`src/rtl/unstick_pkg.sv`:
```
package unstick_pkg;
  typedef enum logic [1:0] {
    ST_OK      = 2'd0,
    ST_SCL_LOW = 2'd1,
    ST_SDA_LOW = 2'd2
  } rec_status_t;
endpackage

```
`src/rtl/unstick_half_timer.sv`:
```
module unstick_half_timer #(
  parameter int HALF_CYC = 625
) (
  input  logic clk,
  input  logic rst_n,
  input  logic run_i,
  output logic tick_o
);
  localparam int CW = $clog2(HALF_CYC + 1);
  localparam logic [CW-1:0] LAST = CW'(HALF_CYC - 1);

  logic [CW-1:0] cnt;

  always_ff @(posedge clk) begin
    if (!rst_n || !run_i) cnt <= '0;
    else if (cnt == LAST) cnt <= '0;
    else cnt <= cnt + 1'b1;
  end

  assign tick_o = run_i && (cnt == LAST);

  // the count never leaves its window
  a_r2_cnt_bound: assert property (@(posedge clk) disable iff (!rst_n)
    cnt <= LAST);
endmodule

```
`src/rtl/unstick_bitwise.sv`:
```
module unstick_bitwise
  import unstick_pkg::*;
#(
  parameter int MAX_CLOCKS = 9
) (
  input  logic        clk,
  input  logic        rst_n,
  input  logic        go_i,
  input  logic        tick_i,
  input  logic        scl_i,
  input  logic        sda_i,
  output logic        busy_o,
  output logic        scl_oe_o,
  output logic        fin_o,
  output rec_status_t code_o
);
  localparam int NW = $clog2(MAX_CLOCKS + 1);
  localparam logic [NW-1:0] NMAX = NW'(MAX_CLOCKS);

  typedef enum logic [1:0] {B_IDLE, B_PREP, B_HIGH, B_LOW} bstate_t;

  bstate_t       st;
  logic [NW-1:0] nclk;

  always_ff @(posedge clk) begin
    if (!rst_n) begin
      st     <= B_IDLE;
      nclk   <= '0;
      fin_o  <= 1'b0;
      code_o <= ST_OK;
    end else begin
      fin_o <= 1'b0;
      case (st)
        B_IDLE: begin
          if (go_i) begin
            st   <= B_PREP;
            nclk <= '0;
          end
        end
        B_PREP, B_HIGH: begin
          if (tick_i) begin
            if (nclk < NMAX && !scl_i) begin
              st <= B_IDLE; fin_o <= 1'b1; code_o <= ST_SCL_LOW;
            end else if (sda_i) begin
              st <= B_IDLE; fin_o <= 1'b1; code_o <= ST_OK;
            end else if (nclk == NMAX) begin
              st <= B_IDLE; fin_o <= 1'b1; code_o <= ST_SDA_LOW;
            end else begin
              st <= B_LOW;
            end
          end
        end
        B_LOW: begin
          if (tick_i) begin
            st   <= B_HIGH;
            nclk <= nclk + 1'b1;
          end
        end
        default: st <= B_IDLE;
      endcase
    end
  end

  assign busy_o   = (st != B_IDLE);
  assign scl_oe_o = (st == B_LOW);

  // never more clocks than the cap
  a_r5_clock_cap: assert property (@(posedge clk) disable iff (!rst_n)
    busy_o |-> nclk <= NMAX);
  // an SCL fault report follows a low SCL reading
  a_r3_scl_seen_low: assert property (@(posedge clk) disable iff (!rst_n)
    (fin_o && code_o == ST_SCL_LOW) |-> !$past(scl_i));
  // a free report follows a high SDA reading
  a_r4_sda_seen_high: assert property (@(posedge clk) disable iff (!rst_n)
    (fin_o && code_o == ST_OK) |-> $past(sda_i));
endmodule

```
`src/rtl/unstick_bytewise.sv`:
```
module unstick_bytewise
  import unstick_pkg::*;
#(
  parameter int NBITS = 9
) (
  input  logic        clk,
  input  logic        rst_n,
  input  logic        go_i,
  input  logic        tick_i,
  input  logic        scl_i,
  input  logic        sda_i,
  output logic        busy_o,
  output logic        scl_oe_o,
  output logic        sda_oe_o,
  output logic        fin_o,
  output rec_status_t code_o
);
  localparam int BW = $clog2(NBITS + 1);
  localparam logic [BW-1:0] BLAST = BW'(NBITS - 1);

  typedef enum logic [3:0] {
    Y_IDLE, Y_LEAD, Y_STA, Y_ALO, Y_BLO, Y_BHI, Y_QLO, Y_PLO, Y_PHI, Y_PEND
  } ystate_t;

  ystate_t       st;
  logic [BW-1:0] nbit;

  always_ff @(posedge clk) begin
    if (!rst_n) begin
      st     <= Y_IDLE;
      nbit   <= '0;
      fin_o  <= 1'b0;
      code_o <= ST_OK;
    end else begin
      fin_o <= 1'b0;
      if (st == Y_IDLE) begin
        if (go_i) st <= Y_LEAD;
      end else if (tick_i) begin
        case (st)
          Y_LEAD: st <= Y_STA;
          Y_STA:  st <= Y_ALO;
          Y_ALO: begin
            st   <= Y_BLO;
            nbit <= '0;
          end
          Y_BLO:  st <= Y_BHI;
          Y_BHI: begin
            if (!scl_i) begin
              st <= Y_IDLE; fin_o <= 1'b1; code_o <= ST_SCL_LOW;
            end else if (nbit == BLAST) begin
              st <= Y_QLO;
            end else begin
              st   <= Y_BLO;
              nbit <= nbit + 1'b1;
            end
          end
          Y_QLO:  st <= Y_PLO;
          Y_PLO:  st <= Y_PHI;
          Y_PHI: begin
            if (!scl_i) begin
              st <= Y_IDLE; fin_o <= 1'b1; code_o <= ST_SCL_LOW;
            end else begin
              st <= Y_PEND;
            end
          end
          Y_PEND: begin
            st     <= Y_IDLE;
            fin_o  <= 1'b1;
            code_o <= sda_i ? ST_OK : ST_SDA_LOW;
          end
          default: st <= Y_IDLE;
        endcase
      end
    end
  end

  assign busy_o   = (st != Y_IDLE);
  assign scl_oe_o = (st == Y_ALO) || (st == Y_BLO) || (st == Y_QLO) || (st == Y_PLO);
  assign sda_oe_o = (st == Y_STA) || (st == Y_ALO) || (st == Y_PLO) || (st == Y_PHI);

  // bit counter stays inside the byte
  a_r9_bit_bound: assert property (@(posedge clk) disable iff (!rst_n)
    busy_o |-> nbit <= BLAST);
  // SDA fault comes only from the final check
  a_r10_sda_final: assert property (@(posedge clk) disable iff (!rst_n)
    (fin_o && code_o == ST_SDA_LOW) |-> !$past(sda_i));
endmodule

```
`src/rtl/i2c_unstick_seq.sv`:
```
module i2c_unstick_seq
  import unstick_pkg::*;
#(
  parameter int CLK_HZ        = 125_000_000,
  parameter int BUS_HZ        = 100_000,
  parameter int MAX_CLOCKS    = 9,
  parameter bit HAS_BYTE_MODE = 1'b1
) (
  input  logic       clk,
  input  logic       rst_n,
  input  logic       start_i,
  input  logic       byte_mode_i,
  input  logic       scl_i,
  input  logic       sda_i,
  output logic       scl_oe_o,
  output logic       sda_oe_o,
  output logic       busy_o,
  output logic       done_o,
  output logic [1:0] status_o
);
  localparam int HALF_CYC = CLK_HZ / (2 * BUS_HZ);

  logic        tick;
  logic        go_bit, go_byte;
  logic        bit_busy, bit_scl, bit_fin;
  logic        byt_busy, byt_scl, byt_sda, byt_fin;
  rec_status_t bit_code, byt_code;

  assign busy_o  = bit_busy || byt_busy;
  assign go_byte = start_i && !busy_o && HAS_BYTE_MODE && byte_mode_i;
  assign go_bit  = start_i && !busy_o && !(HAS_BYTE_MODE && byte_mode_i);

  unstick_half_timer #(.HALF_CYC(HALF_CYC)) u_timer (
    .clk(clk), .rst_n(rst_n), .run_i(busy_o), .tick_o(tick)
  );

  unstick_bitwise #(.MAX_CLOCKS(MAX_CLOCKS)) u_bit (
    .clk(clk), .rst_n(rst_n), .go_i(go_bit), .tick_i(tick),
    .scl_i(scl_i), .sda_i(sda_i), .busy_o(bit_busy), .scl_oe_o(bit_scl),
    .fin_o(bit_fin), .code_o(bit_code)
  );

  generate
    if (HAS_BYTE_MODE) begin : g_byte
      unstick_bytewise #(.NBITS(9)) u_byte (
        .clk(clk), .rst_n(rst_n), .go_i(go_byte), .tick_i(tick),
        .scl_i(scl_i), .sda_i(sda_i), .busy_o(byt_busy), .scl_oe_o(byt_scl),
        .sda_oe_o(byt_sda), .fin_o(byt_fin), .code_o(byt_code)
      );
    end else begin : g_nobyte
      assign byt_busy = 1'b0;
      assign byt_scl  = 1'b0;
      assign byt_sda  = 1'b0;
      assign byt_fin  = 1'b0;
      assign byt_code = ST_OK;
    end
  endgenerate

  assign scl_oe_o = bit_scl || byt_scl;
  assign sda_oe_o = byt_sda;
  assign done_o   = bit_fin || byt_fin;
  assign status_o = bit_fin ? bit_code : byt_code;

  // bitwise runs leave SDA alone
  a_r6_sda_untouched: assert property (@(posedge clk) disable iff (!rst_n)
    bit_busy |-> !sda_oe_o);
  // completion is a single pulse with a legal code
  a_r7_done_pulse: assert property (@(posedge clk) disable iff (!rst_n)
    done_o |=> !done_o);
  a_r7_code_legal: assert property (@(posedge clk) disable iff (!rst_n)
    done_o |-> status_o != 2'd3);
  // a request during a run does not launch a second engine
  a_r8_one_engine: assert property (@(posedge clk) disable iff (!rst_n)
    !(bit_busy && byt_busy));
  // lines released when finished
  a_r11_released: assert property (@(posedge clk) disable iff (!rst_n)
    done_o |-> (!scl_oe_o && !sda_oe_o));
endmodule

```
`config.mk`:
```
export PLATFORM = sky130hd
export DESIGN_NAME = i2c_unstick_seq
export DESIGN_NICKNAME = d
export VERILOG_FILES = /design/src/rtl/unstick_pkg.sv /design/src/rtl/unstick_half_timer.sv /design/src/rtl/unstick_bitwise.sv /design/src/rtl/unstick_bytewise.sv /design/src/rtl/i2c_unstick_seq.sv
export SDC_FILE = /design/constraint.sdc
export NUM_CORES = 1
export LEC_CHECK = 0
export ABC_CLOCK_PERIOD_IN_PS = 2740
export BUFFER_PORTS_ARGS = -buffer_cell sky130_fd_sc_hd__buf_2
export CORE_MARGIN = 5
export CORE_UTILIZATION = 39
export CTS_CLUSTER_DIAMETER = 60
export CTS_CLUSTER_SIZE = 24
export DETAILED_ROUTE_END_ITERATION = 6
export HOLD_SLACK_MARGIN = 0.03
export SYNTH_ARGS = -nofsm -noshare
export SYNTH_HDL_FRONTEND = slang
export SYNTH_HIERARCHICAL = 1
export SYNTH_SLANG_ARGS = --single-unit
```
`constraint.sdc`:
```
create_clock -name clk -period 2.74 [get_ports clk]
set_input_delay 0.274 -clock clk [delete_from_list [all_inputs] [get_ports clk]]
set_output_delay 0.274 -clock clk [all_outputs]
set_load 0.02 [all_outputs]
```
# [After elaboration in Yosys (flattened, before gate mapping)]
# Cells that the tools add are included.
# Widths: inputs -> output; s select.
[totals] reg_bits=30 out_inout_bits=6 word_cells=109 in_bits=6
[classes] magnitude_cmp=1 bitwise_logic=3 mux=32 reduce_logical=39 addsub=3 eq_ne=22
[op_table] op="$mux 4" n=9
[op_table] op="$pmux 4 s8" n=1
[op_table] op="$mux 2" n=13
[op_table] op="$eq 4x3->1 const B" n=4
[op_table] op="$eq 4x4->1 const B" n=4
[op_table] op="$pmux 4 s2" n=2
[op_table] op="$reduce_and 3->1" n=4
[op_table] op="$add 10x1->10 const B" n=1
[op_table] op="$eq 10x10->1 const B" n=1
[op_table] op="$logic_or 1x1->1" n=10
[op_table] op="$reduce_bool 2->1" n=5
[op_table] op="$add 4x1->4 const B" n=2
[op_table] op="$eq 4x2->1 const B" n=2
[op_table] op="$ne 2x2->1 const B" n=4
[op_table] op="$ne 2x1->1 const B" n=3
[op_table] op="$pmux 2 s3" n=1
[op_table] op="$reduce_or 2->1" n=3
[op_table] op="$logic_and 1x1->1" n=5
[op_table] op="$reduce_and 5->1" n=1
[op_table] op="$eq 2x2->1 const B" n=2
[op_table] op="$eq 4x1->1 const B" n=1
[op_table] op="$logic_not 1->1" n=4
[op_table] op="$logic_not 4->1" n=1
[op_table] op="$lt 4x4->1 const B" n=1
[op_table] op="11 further kinds" n=16

# [Longest topological paths before layout]
# Gate-level depths: netlist of the first run.
[depth] word_depth=7 ltp_mapped=11 ltp_nobuf=10

# [Cells and area by module]
# The synthesis of the first run kept the hierarchy.
[by_module_without_submodules] module="unstick_bytewise" area_each_um2=708.2 instances=1 cells_each=88
[by_module_without_submodules] module="unstick_bitwise" area_each_um2=566.8 instances=1 cells_each=67
[by_module_without_submodules] module="unstick_half_timer" area_each_um2=496.7 instances=1 cells_each=56
[by_module_without_submodules] module="i2c_unstick_seq" area_each_um2=73.8 instances=1 cells_each=7

# [Worst setup path after synthesis of the first run]
# OpenSTA, ideal clock, no wires.
[synth_path] kind="register -> register" startpoint="reg g_byte.u_byte.st[0]" endpoint="reg g_byte.u_byte.nbit[3]" arrival_ns=2.492 setup_ns=0.069 required_time_ns=2.671 path_stages_with_launch=12 setup_slack_ns=0.179 cell_sequence="dfxtp_1 > buf_2 > nor2_1 > nand2_1 > or2_1 > inv_1 > nor3_1 > buf_2 > o41ai_2 > nor4b_4 > nand4_1 > o21ai_1"
[synth_between] elab_chain_cells=4
[synth_lines] item="start: declaration" line_no="unstick_bytewise.sv:25" source="ystate_t st;"
[synth_lines] item="start signal: assignment" line_no="unstick_bytewise.sv:30" source="st <= Y_IDLE;"
[synth_lines] item="start signal: assignment" line_no="unstick_bytewise.sv:37" source="if (go_i) st <= Y_LEAD;"
[synth_lines] item="start signal: assignment" line_no="unstick_bytewise.sv:40" source="Y_LEAD: st <= Y_STA;"
[synth_lines] item="$reduce_bool 4->1" line_no="unstick_bytewise.sv:77" source="assign busy_o = (st != Y_IDLE);"
[synth_lines] item="via byt_busy" line_no="i2c_unstick_seq.sv:26" source="logic byt_busy, byt_scl, byt_sda, byt_fin;"
[synth_lines] item="$logic_or 1x1->1" line_no="i2c_unstick_seq.sv:29" source="assign busy_o = bit_busy || byt_busy;"
[synth_lines] item="via busy_o" line_no="i2c_unstick_seq.sv:17" source="output logic busy_o,"
[synth_lines] item="$logic_and 1x1->1" line_no="unstick_half_timer.sv:20" source="assign tick_o = run_i && (cnt == LAST);"
[synth_lines] item="via tick" line_no="i2c_unstick_seq.sv:23" source="logic tick;"
[synth_lines] item="$reduce_and 5->1 (no source line)"
[synth_lines] item="end signal: assignment" line_no="unstick_bytewise.sv:54" source="nbit <= nbit + 1'b1;"
[synth_lines] item="end: declaration" line_no="unstick_bytewise.sv:26" source="logic [BW-1:0] nbit;"
# The timed path passes the listed nets, and every way through them passes these cells.
# A chain may end at the register's enable or synchronous reset.

# [Worst setup path in the final report of the first run]
[layout_path] startpoint="reg u_bit.st[1]" endpoint="reg g_byte.u_byte.nbit[3]"
[layout_between] elab_chain_cells=4
[layout_lines] item="start: declaration" line_no="unstick_bitwise.sv:22" source="bstate_t st;"
[layout_lines] item="start signal: assignment" line_no="unstick_bitwise.sv:27" source="st <= B_IDLE;"
[layout_lines] item="start signal: assignment" line_no="unstick_bitwise.sv:36" source="st <= B_PREP;"
[layout_lines] item="start signal: assignment" line_no="unstick_bitwise.sv:43" source="st <= B_IDLE; fin_o <= 1'b1; code_o <= ST_SCL_LOW;"
[layout_lines] item="$reduce_bool 2->1" line_no="unstick_bitwise.sv:64" source="assign busy_o = (st != B_IDLE);"
[layout_lines] item="via bit_busy" line_no="i2c_unstick_seq.sv:25" source="logic bit_busy, bit_scl, bit_fin;"
[layout_lines] item="$logic_or 1x1->1" line_no="i2c_unstick_seq.sv:29"
[layout_lines] item="$logic_and 1x1->1" line_no="unstick_half_timer.sv:20"
[layout_lines] item="via tick" line_no="i2c_unstick_seq.sv:23"
[layout_lines] item="$reduce_and 5->1 (no source line)"
# The timed path passes the listed nets, and every way through them passes these cells.

==> qor.txt, run 1 <==
status: finished clean
Register Area: 601 um^2
DR vias/cell: 5.34
GRT Residual Overflow: 0
syn nets: 234
worst-path fanout max: 5
Final Cycle Share: 81.2%
most frequent cells in the layout: dfxtp_1 (30), nor2_1 (22), nand2_1 (20)
Int Pwr: 710 uW
Async SR Flop Fraction: 0%
Tot GR Track Use: 14.0%
net switching fraction of the power: 28.5%
via count: 1549
chip height: 78.8 um
Boundary Pins: 12
maxcap violations: 0
Ys Warns: 6
Post-Syn Area per Cell: 8.47 um^2
first-pass GRT wire length: 6.93 mm
post-CTS setup buffer count: 0
1st-pass router iterations: 4
Clk pwr share: 37.5%
clock-pin slew on the worst setup and hold paths: 0.07 ns
final estimated routing congestion in global placement: 0.838
Initial Util: 39.6%
crit path DAT: 2.44 ns
worst-margin pin slew: 0.664 ns
CTS HTree Levels: 2
sw power: 284 uW
DR WL/cell: 13.2 um
final core occ: 44.5%
Hold WC Path Type: in -> reg
largest net degree at the start of global routing: 21
Site Rows: 25
Num CTS Buffers: 5
fin crit period: 2.23 ns
P&R area growth vs syn: 12.3%
Hold Vio Cnt, Final: 0
DP HPWL: 2.82 mm
CTS Buffer Depth: 2
Rel. slew slack: 55.2%
dominant synthesized flop cell: dfxtp_1
fill count: 461
proportion of layout cells with a drive suffix above 1: 17.4%
final antenna-violating net count: 0
clk root buf: clkbuf_8
hold_buf cts: 0
# clock sinks: 30
number of synthesized register bits: 30
skew final: 0.00413 ns
worst-skew pair later-pin latency: 0.28 ns
Critical Path Start Type: register
CORE AREA: 0.00466 mm^2
initial antenna violation count: 0
Setup CP Type: reg -> reg
TNS Setup: 0 ns
leakage dissipation: 0.799 nW
worst vdd ir: 271 uV
Gate power share: 16.7%
Synth Instances: 218
DR DRC count: 0
cts repair resizes: 0
Post-synth EDFFs: 0
PortBufs: 11
CP endpoint kind: register
vias in the first global route: 1443
Cell Area, Synth: 0.00185 mm^2
Routed WL: 3.83 mm
Final Net Count: 251
Initial DRC Count: 72
fmax: 0.449 GHz
setup repair after global routing missed its margin: no
commonest non-fill, non-tap cell in the layout: dfxtp_1
Setup Viol. Count Final: 0
max-slew violations: 0
n_diodes: 0
Worst Path Required: 2.96 ns
Seq/Total Area, Yosys: 32.5%
Pwr per Cell Area: 480 mW/mm^2
die width: 78.8 um
TritonCTS clock tree: built
sequential share of power: 45.8%
Multi-input gate area: 0.00115 mm^2
synth unique cells: 57
total die area: 0.00621 mm^2
==> area by class of cell <==
class	count	area share, %
Inverter	17	3.08
Clock inverter	2	0.604
Timing Repair Buffer	16	4.47
Tap cell	54	3.26
Sequential cell	30	29.0
Clock buffer	6	3.99
Multi-Input combinational cell	165	55.6
==> cells in the mapped netlist, drive strengths merged, types with 4 or more instances <==
cell	n	share of area, %
a21oi	11	3.2
a31oi	6	2.0
buf	5	1.4
dfxtp	30	33
ha	10	6.8
inv	17	3.5
nand2	20	4.1
nand2b	8	2.8
nand3	7	2.8
nand4	5	2.0
nor2	22	4.5
nor3	5	1.6
o21ai	14	3.8
or2	4	1.4
or3	4	1.4
xnor2	4	1.9
==> path summary, 6_finish.rpt <==
kind,start,to,slack [ns],cells past startpoint
worst max-delay path,u_bit/st[1],g_byte.u_byte/nbit[3],0.51,10
worst min-delay path,byte_mode_i,u_bit/nclk[1],0.33,4
worst max register to register,u_bit/st[1],g_byte.u_byte/nbit[3],0.51,10
worst min register to register,u_bit/code_o[1],u_bit/code_o[1],0.46,2
==> state kept, by name, indices dropped and copies added, names as in the netlist <==
register	count
g_byte.u_byte/code_o	2
g_byte.u_byte/fin_o	1
g_byte.u_byte/nbit	4
g_byte.u_byte/st	4
u_bit/code_o	2
u_bit/fin_o	1
u_bit/nclk	4
u_bit/st	2
u_timer/cnt	10
==> kinds of logic (layout without fill, tap and decap cells) <==
family / Yosys count / in the layout / share of synthesized area (%)
flip-flops: 30 / 30 / 32.5
buffers and inverters: 23 / 41 / 5.02
multiplexers: 5 / 5 / 3.25
AND/OR/NAND/NOR: 96 / 96 / 31.5
adder cells (fa/ha/maj): 10 / 10 / 6.78
XOR/XNOR: 5 / 5 / 2.37
AO/OA/AOI/OAI: 49 / 49 / 18.5
==> worst max-delay path, cell delays in order, from the launching register on <==
cell     delay (ns)
dfxtp_1        0.35
inv_1          0.07
ha_1           0.23
inv_1          0.15
or2_1          0.16
inv_1          0.05
nor3_1         0.30
o41ai_2        0.22
nor4b_4        0.38
nand4_1        0.13
o21ai_1        0.11
==> per-stage QoR <==
stage	area, um^2	power (mW)	hold WS, ns	instances	setup WS [ns]
2_1_floorplan	1850	0.585	0.405	218	0.179
3_3_place_gp	1980	0.628	0.455	282	0.651
3_5_place_dp	1980	0.630	0.455	282	0.568
4_1_cts	2070	1.01	0.309	290	0.512
5_1_grt	2070	1.05	0.350	290	0.301
6_report	2070	0.994	0.325	290	0.514
==> power by group through the flow <==
stage	logic [mW]	clock network [mW]	registers (mW)
floorplan	0.120	0	0.465
global placement	0.164	0	0.465
detailed placement	0.165	0	0.465
CTS	0.166	0.388	0.455
global route	0.184	0.408	0.457
finish	0.166	0.373	0.455
==> routing by layer <==
layer  part of all wire (%)  GRT usage, %
met3                    4.0          3.51
met1                     53          20.1
met5                      0             0
met4                    1.6          5.77
met2                     42          19.9
Power figures use the tool's default switching activity.
==> run 2: changes to the inputs <==
Settings changed: ABC_CLOCK_PERIOD_IN_PS 2740 to 2300.
Clock period 2.74 ns to 2.3 ns, I/O delays scaled along.
==> qor.txt, run 2 (synthesized netlist as in run 1, its figures left out) <==
vias in the first global route: 1424
chip height: 78.8 um
Worst Path Required: 2.51 ns
fmax: 0.481 GHz
TNS Setup: 0 ns
clock-pin slew on the worst setup and hold paths: 0.07 ns
Rel. slew slack: 55.9%
CP max-delay cell: nor4b_4
P&R area growth vs syn: 13.5%
Tot GR Track Use: 13.1%
Critical Path Start Type: register
Hold Slack: 0.289 ns
max-slew violations: 0
DR WL/cell: 12.8 um
die width: 78.8 um
most frequent cells in the layout: dfxtp_1 (30), nor2_1 (22), nand2_1 (20)
crit path DAT: 2.29 ns
Hold WC Path Type: in -> reg
DP HPWL: 2.73 mm
Clk pwr share: 36.9%
largest register by flop count: u_timer/cnt
CTS Buffer Depth: 2
worst vdd ir: 333 uV
total die area: 0.00621 mm^2
maxcap violations: 0
Num CTS Buffers: 5
final antenna-violating net count: 0
1st-pass router iterations: 4
Routed WL: 3.71 mm
Setup CP Type: reg -> reg
final core occ: 44.9%
initial antenna violation count: 0
leakage dissipation: 0.817 nW
slowest stage delay, CP: 0.36 ns
proportion of layout cells with a drive suffix above 1: 18.6%
fin crit period: 2.08 ns
Initial Util: 39.6%
Site Rows: 25
skew final: 0.00799 ns
via count: 1529
commonest non-fill, non-tap cell in the layout: dfxtp_1
clk root buf: clkbuf_8
met1 Use GR: 18.4%
GRT Residual Overflow: 0
DR vias/cell: 5.25
TritonCTS clock tree: built
CP Cell Sequence: inv_1, ha_1, inv_1, or2_4, inv_1, nor3_4, o41ai_2, nor4b_4, nand4_1, o21ai_1
Final Net Count: 252
sw power: 337 uW
setup repair after global routing missed its margin: no
fill count: 448
Setup Viol. Count Final: 0
largest net degree at the start of global routing: 21
net switching fraction of the power: 28.3%
Gate power share: 17.5%
Int Pwr: 852 uW
# clock sinks: 30
Final Cycle Share: 90.4%
DR DRC count: 0
Pwr per Cell Area: 568 mW/mm^2
worst-path fanout max: 5
Boundary Pins: 12
M3 GR Usage: 3.63%
worst-margin pin slew: 0.655 ns
met2 usage: 18.7%
CP endpoint kind: register
status: finished clean
worst-skew pair later-pin latency: 0.28 ns
sequential share of power: 45.6%
Hold Vio Cnt, Final: 0
CORE AREA: 0.00466 mm^2
Crit path top cell by count: inv_1
PortBufs: 11
n_diodes: 0
first-pass GRT wire length: 6.54 mm
Initial DRC Count: 86
max reg flops: 10
gr busiest metal: met2
final estimated routing congestion in global placement: 0.872
CTS HTree Levels: 2
[run 2: what timing repair did]
item / in CTS / in global routing
setup buffers: 0 / 0
setup endpoints to repair: 0 / 1
resized for setup: 0 / 1
hold buffers: 0 / 0
[run 2: final cells by class]
class | instances | area, um^2 | area share, %
clock buffers | 7 | 86.3 | 4.12
clock inverters | 1 | 5.00 | 0.239
inverters | 17 | 63.8 | 3.05
multi-input cells | 165 | 1170 | 55.9
flip-flops and latches | 30 | 601 | 28.7
well taps | 54 | 67.6 | 3.23
repair buffers | 17 | 100 | 4.78
[run 2: power by group through the flow]
stage | registers [mW] | clock network, mW | logic, mW
finish | 0.543 | 0.438 | 0.209
global route | 0.545 | 0.485 | 0.226
CTS | 0.542 | 0.454 | 0.206
detailed placement | 0.555 | 0 | 0.205
global placement | 0.553 | 0 | 0.207
floorplan | 0.555 | 0 | 0.151
[run 2: path summary, 6_finish.rpt]
check / slack [ns] / depth (start not counted) / start / endpoint
worst max-delay path: 0.22 / 10 / u_bit/st[0] / g_byte.u_byte/nbit[3]
worst min-delay path: 0.29 / 4 / byte_mode_i / u_bit/nclk[1]
worst max register to register: 0.22 / 10 / u_bit/st[0] / g_byte.u_byte/nbit[3]
worst min register to register: 0.47 / 1 / g_byte.u_byte/nbit[3] / g_byte.u_byte/nbit[3]
[run 2: stage by stage]
stage	setup WS, ns	cell area (um^2)	std cells	power [mW]
floorplan	0.0568	1860	218	0.706
global placement	0.297	2000	283	0.760
detailed placement	0.209	2000	283	0.760
CTS	0.199	2090	291	1.20
global route	0.0320	2090	291	1.26
finish	0.221	2090	291	1.19
[run 2: worst max-delay path, delay by kind of cell, from the launching register on]
kind	cells	cell delay, ns
AND/OR/NAND/NOR	4	0.86
adder cells (fa/ha/maj)	1	0.25
AO/OA/AOI/OAI	2	0.28
flip-flops	1	0.33
buffers and inverters	3	0.29
[run 2: per-layer routing]
layer / part of all wire (%) / wire length [um]
met3: 3.4 / 127
met4: 0.57 / 21
met2: 44 / 1620
met1: 52 / 1940
met5: 0 / 0
==> run 3: changes to the inputs <==
Settings changed: ABC_CLOCK_PERIOD_IN_PS 2300 to 2200.
Clock period 2.3 ns to 2.2 ns, I/O delays scaled along.
==> qor.txt, run 3 (synthesized netlist as in run 1, its figures left out) <==
skew final: 0.00169 ns
DR DRC count: 0
Worst Path Buf+Inv: 0
chip height: 78.8 um
R2R setup slack: 0.20 ns
pre-CTS setup slack: 0.111 ns
fill count: 466
GRT Residual Overflow: 0
DR WL/cell: 13.3 um
max-slew violations: 0
Multi-input gate area: 0.00120 mm^2
final estimated routing congestion in global placement: 0.788
# clock sinks: 30
Worst Path Required: 2.41 ns
worst vdd ir: 239 uV
Hold WC Path Type: in -> reg
worst-margin pin slew: 0.478 ns
CP max-delay cell: dfxtp_1
Hold Path End: g_byte.u_byte/code_o[1]
final core occ: 45.5%
clk root buf: clkbuf_8
vias in the first global route: 1453
Routed WL: 3.88 mm
TNS Setup: 0 ns
1st-pass router iterations: 4
Boundary Pins: 12
min-delay src: sda_i
largest register by flop count: u_timer/cnt
DP HPWL: 2.83 mm
CP endpoint kind: register
CORE AREA: 0.00466 mm^2
proportion of layout cells with a drive suffix above 1: 18.5%
Critical R2R Launch: u_timer/cnt[2]
crit path DAT: 2.21 ns
placed insts: 285
slowest stage delay, CP: 0.39 ns
most frequent cells in the layout: dfxtp_1 (30), nor2_1 (22), nand2_1 (20)
n_diodes: 0
via count: 1561
worst-skew pair later-pin latency: 0.27 ns
Pwr per Cell Area: 569 mW/mm^2
Final Net Count: 254
worst-path fanout max: 6
CTS HTree Levels: 2
Rel. slew slack: 68.0%
clock-pin slew on the worst setup and hold paths: 0.06 ns
PortBufs: 11
Critical Path Start Type: register
maxcap violations: 0
Hold Vio Cnt, Final: 0
Hold Slack: 0.277 ns
TritonCTS clock tree: built
DR vias/cell: 5.35
leakage dissipation: 0.833 nW
r2r endpoint: g_byte.u_byte/nbit[3]
worst hold path depth: 3
Setup Viol. Count Final: 0
setup repair after global routing missed its margin: no
fmax: 0.499 GHz
worst setup margin: 0.198 ns
Final Cycle Share: 91.0%
Setup CP Type: reg -> reg
Initial Util: 39.6%
P&R area growth vs syn: 14.9%
Register Area: 601 um^2
Num CTS Buffers: 5
CP Cell Sequence: nor4_4, nand3_2, nor3_4, o41ai_4, nor4b_4, nand4_1, o21ai_1
Initial DRC Count: 134
die width: 78.8 um
FF-to-FF path depth: 7
final antenna-violating net count: 0
largest net degree at the start of global routing: 21
fin crit period: 2.00 ns
first-pass GRT wire length: 6.78 mm
Site Rows: 25
Layout Cells excl Fill: 292
total die area: 0.00621 mm^2
status: finished clean
Tot GR Track Use: 13.5%
CP delay by family, top: simple AND/OR/NAND/NOR gates
CTS Buffer Depth: 2
hold_buf cts: 0
max reg flops: 10
commonest non-fill, non-tap cell in the layout: dfxtp_1
initial antenna violation count: 0
run 3: worst max path at each step:
| stage | startpoint | end | slack (ns) | cells after the start |
|---|---|---|---|---|
| 2_1_floorplan | g_byte.u_byte/st[0] | g_byte.u_byte/nbit[3] | 0.02 | 11 |
| 3_3_place_gp | u_bit/st[0] | u_bit/nclk[2] | 0.16 | 9 |
| 3_5_place_dp | u_bit/st[0] | g_byte.u_byte/nbit[3] | 0.11 | 10 |
| 4_1_cts | u_bit/st[0] | g_byte.u_byte/nbit[3] | 0.09 | 10 |
| 5_1_grt | u_timer/cnt[3] | g_byte.u_byte/nbit[3] | 0.02 | 7 |
| 6_report | u_timer/cnt[2] | g_byte.u_byte/nbit[3] | 0.20 | 7 |
run 3: through the flow:
stage,instance area [um^2],power [mW]
final,2120,1.21
after global routing,2120,1.28
after CTS,2090,1.22
after detailed placement,2010,0.801
after global placement,2010,0.798
after floorplan,1860,0.739
run 3: per-layer routing:
layer  wire length (um)  global-route usage (%)  vias up
met5                  0                       0        -
met4                 44                    4.20        0
met1               2080                    18.8      722
li1                   -                       -      817
met2               1630                    20.0       16
met3                122                    3.74        6
run 3: power breakdown:
part / total, mW / leakage (nW) / switching [mW] / internal (mW)
logic: 0.232 / 0.553 / 0.137 / 0.0942
registers: 0.567 / 0.242 / 0.0105 / 0.557
clock network: 0.409 / 0.0383 / 0.191 / 0.217
run 3: area by class of cell:
cell class | instances | share of cell area [%]
timing repair buffer | 19 | 5.43
inverter | 17 | 3.01
tap | 54 | 3.19
clock buffer | 7 | 3.60
multi-input combinational | 165 | 56.5
sequential | 30 | 28.3
run 3: repair_timing:
action                     in CTS  in global routing
setup endpoints to repair       0                  5
buffers inserted                0                  0
gates resized for setup         0                  4
run 3: worst register-to-register path, delay by kind of cell, from the launching register on:
| kind | cells | cell delay (ns) |
|---|---|---|
| compound gates | 2 | 0.33 |
| simple gates | 5 | 1.22 |
| flops | 1 | 0.39 |
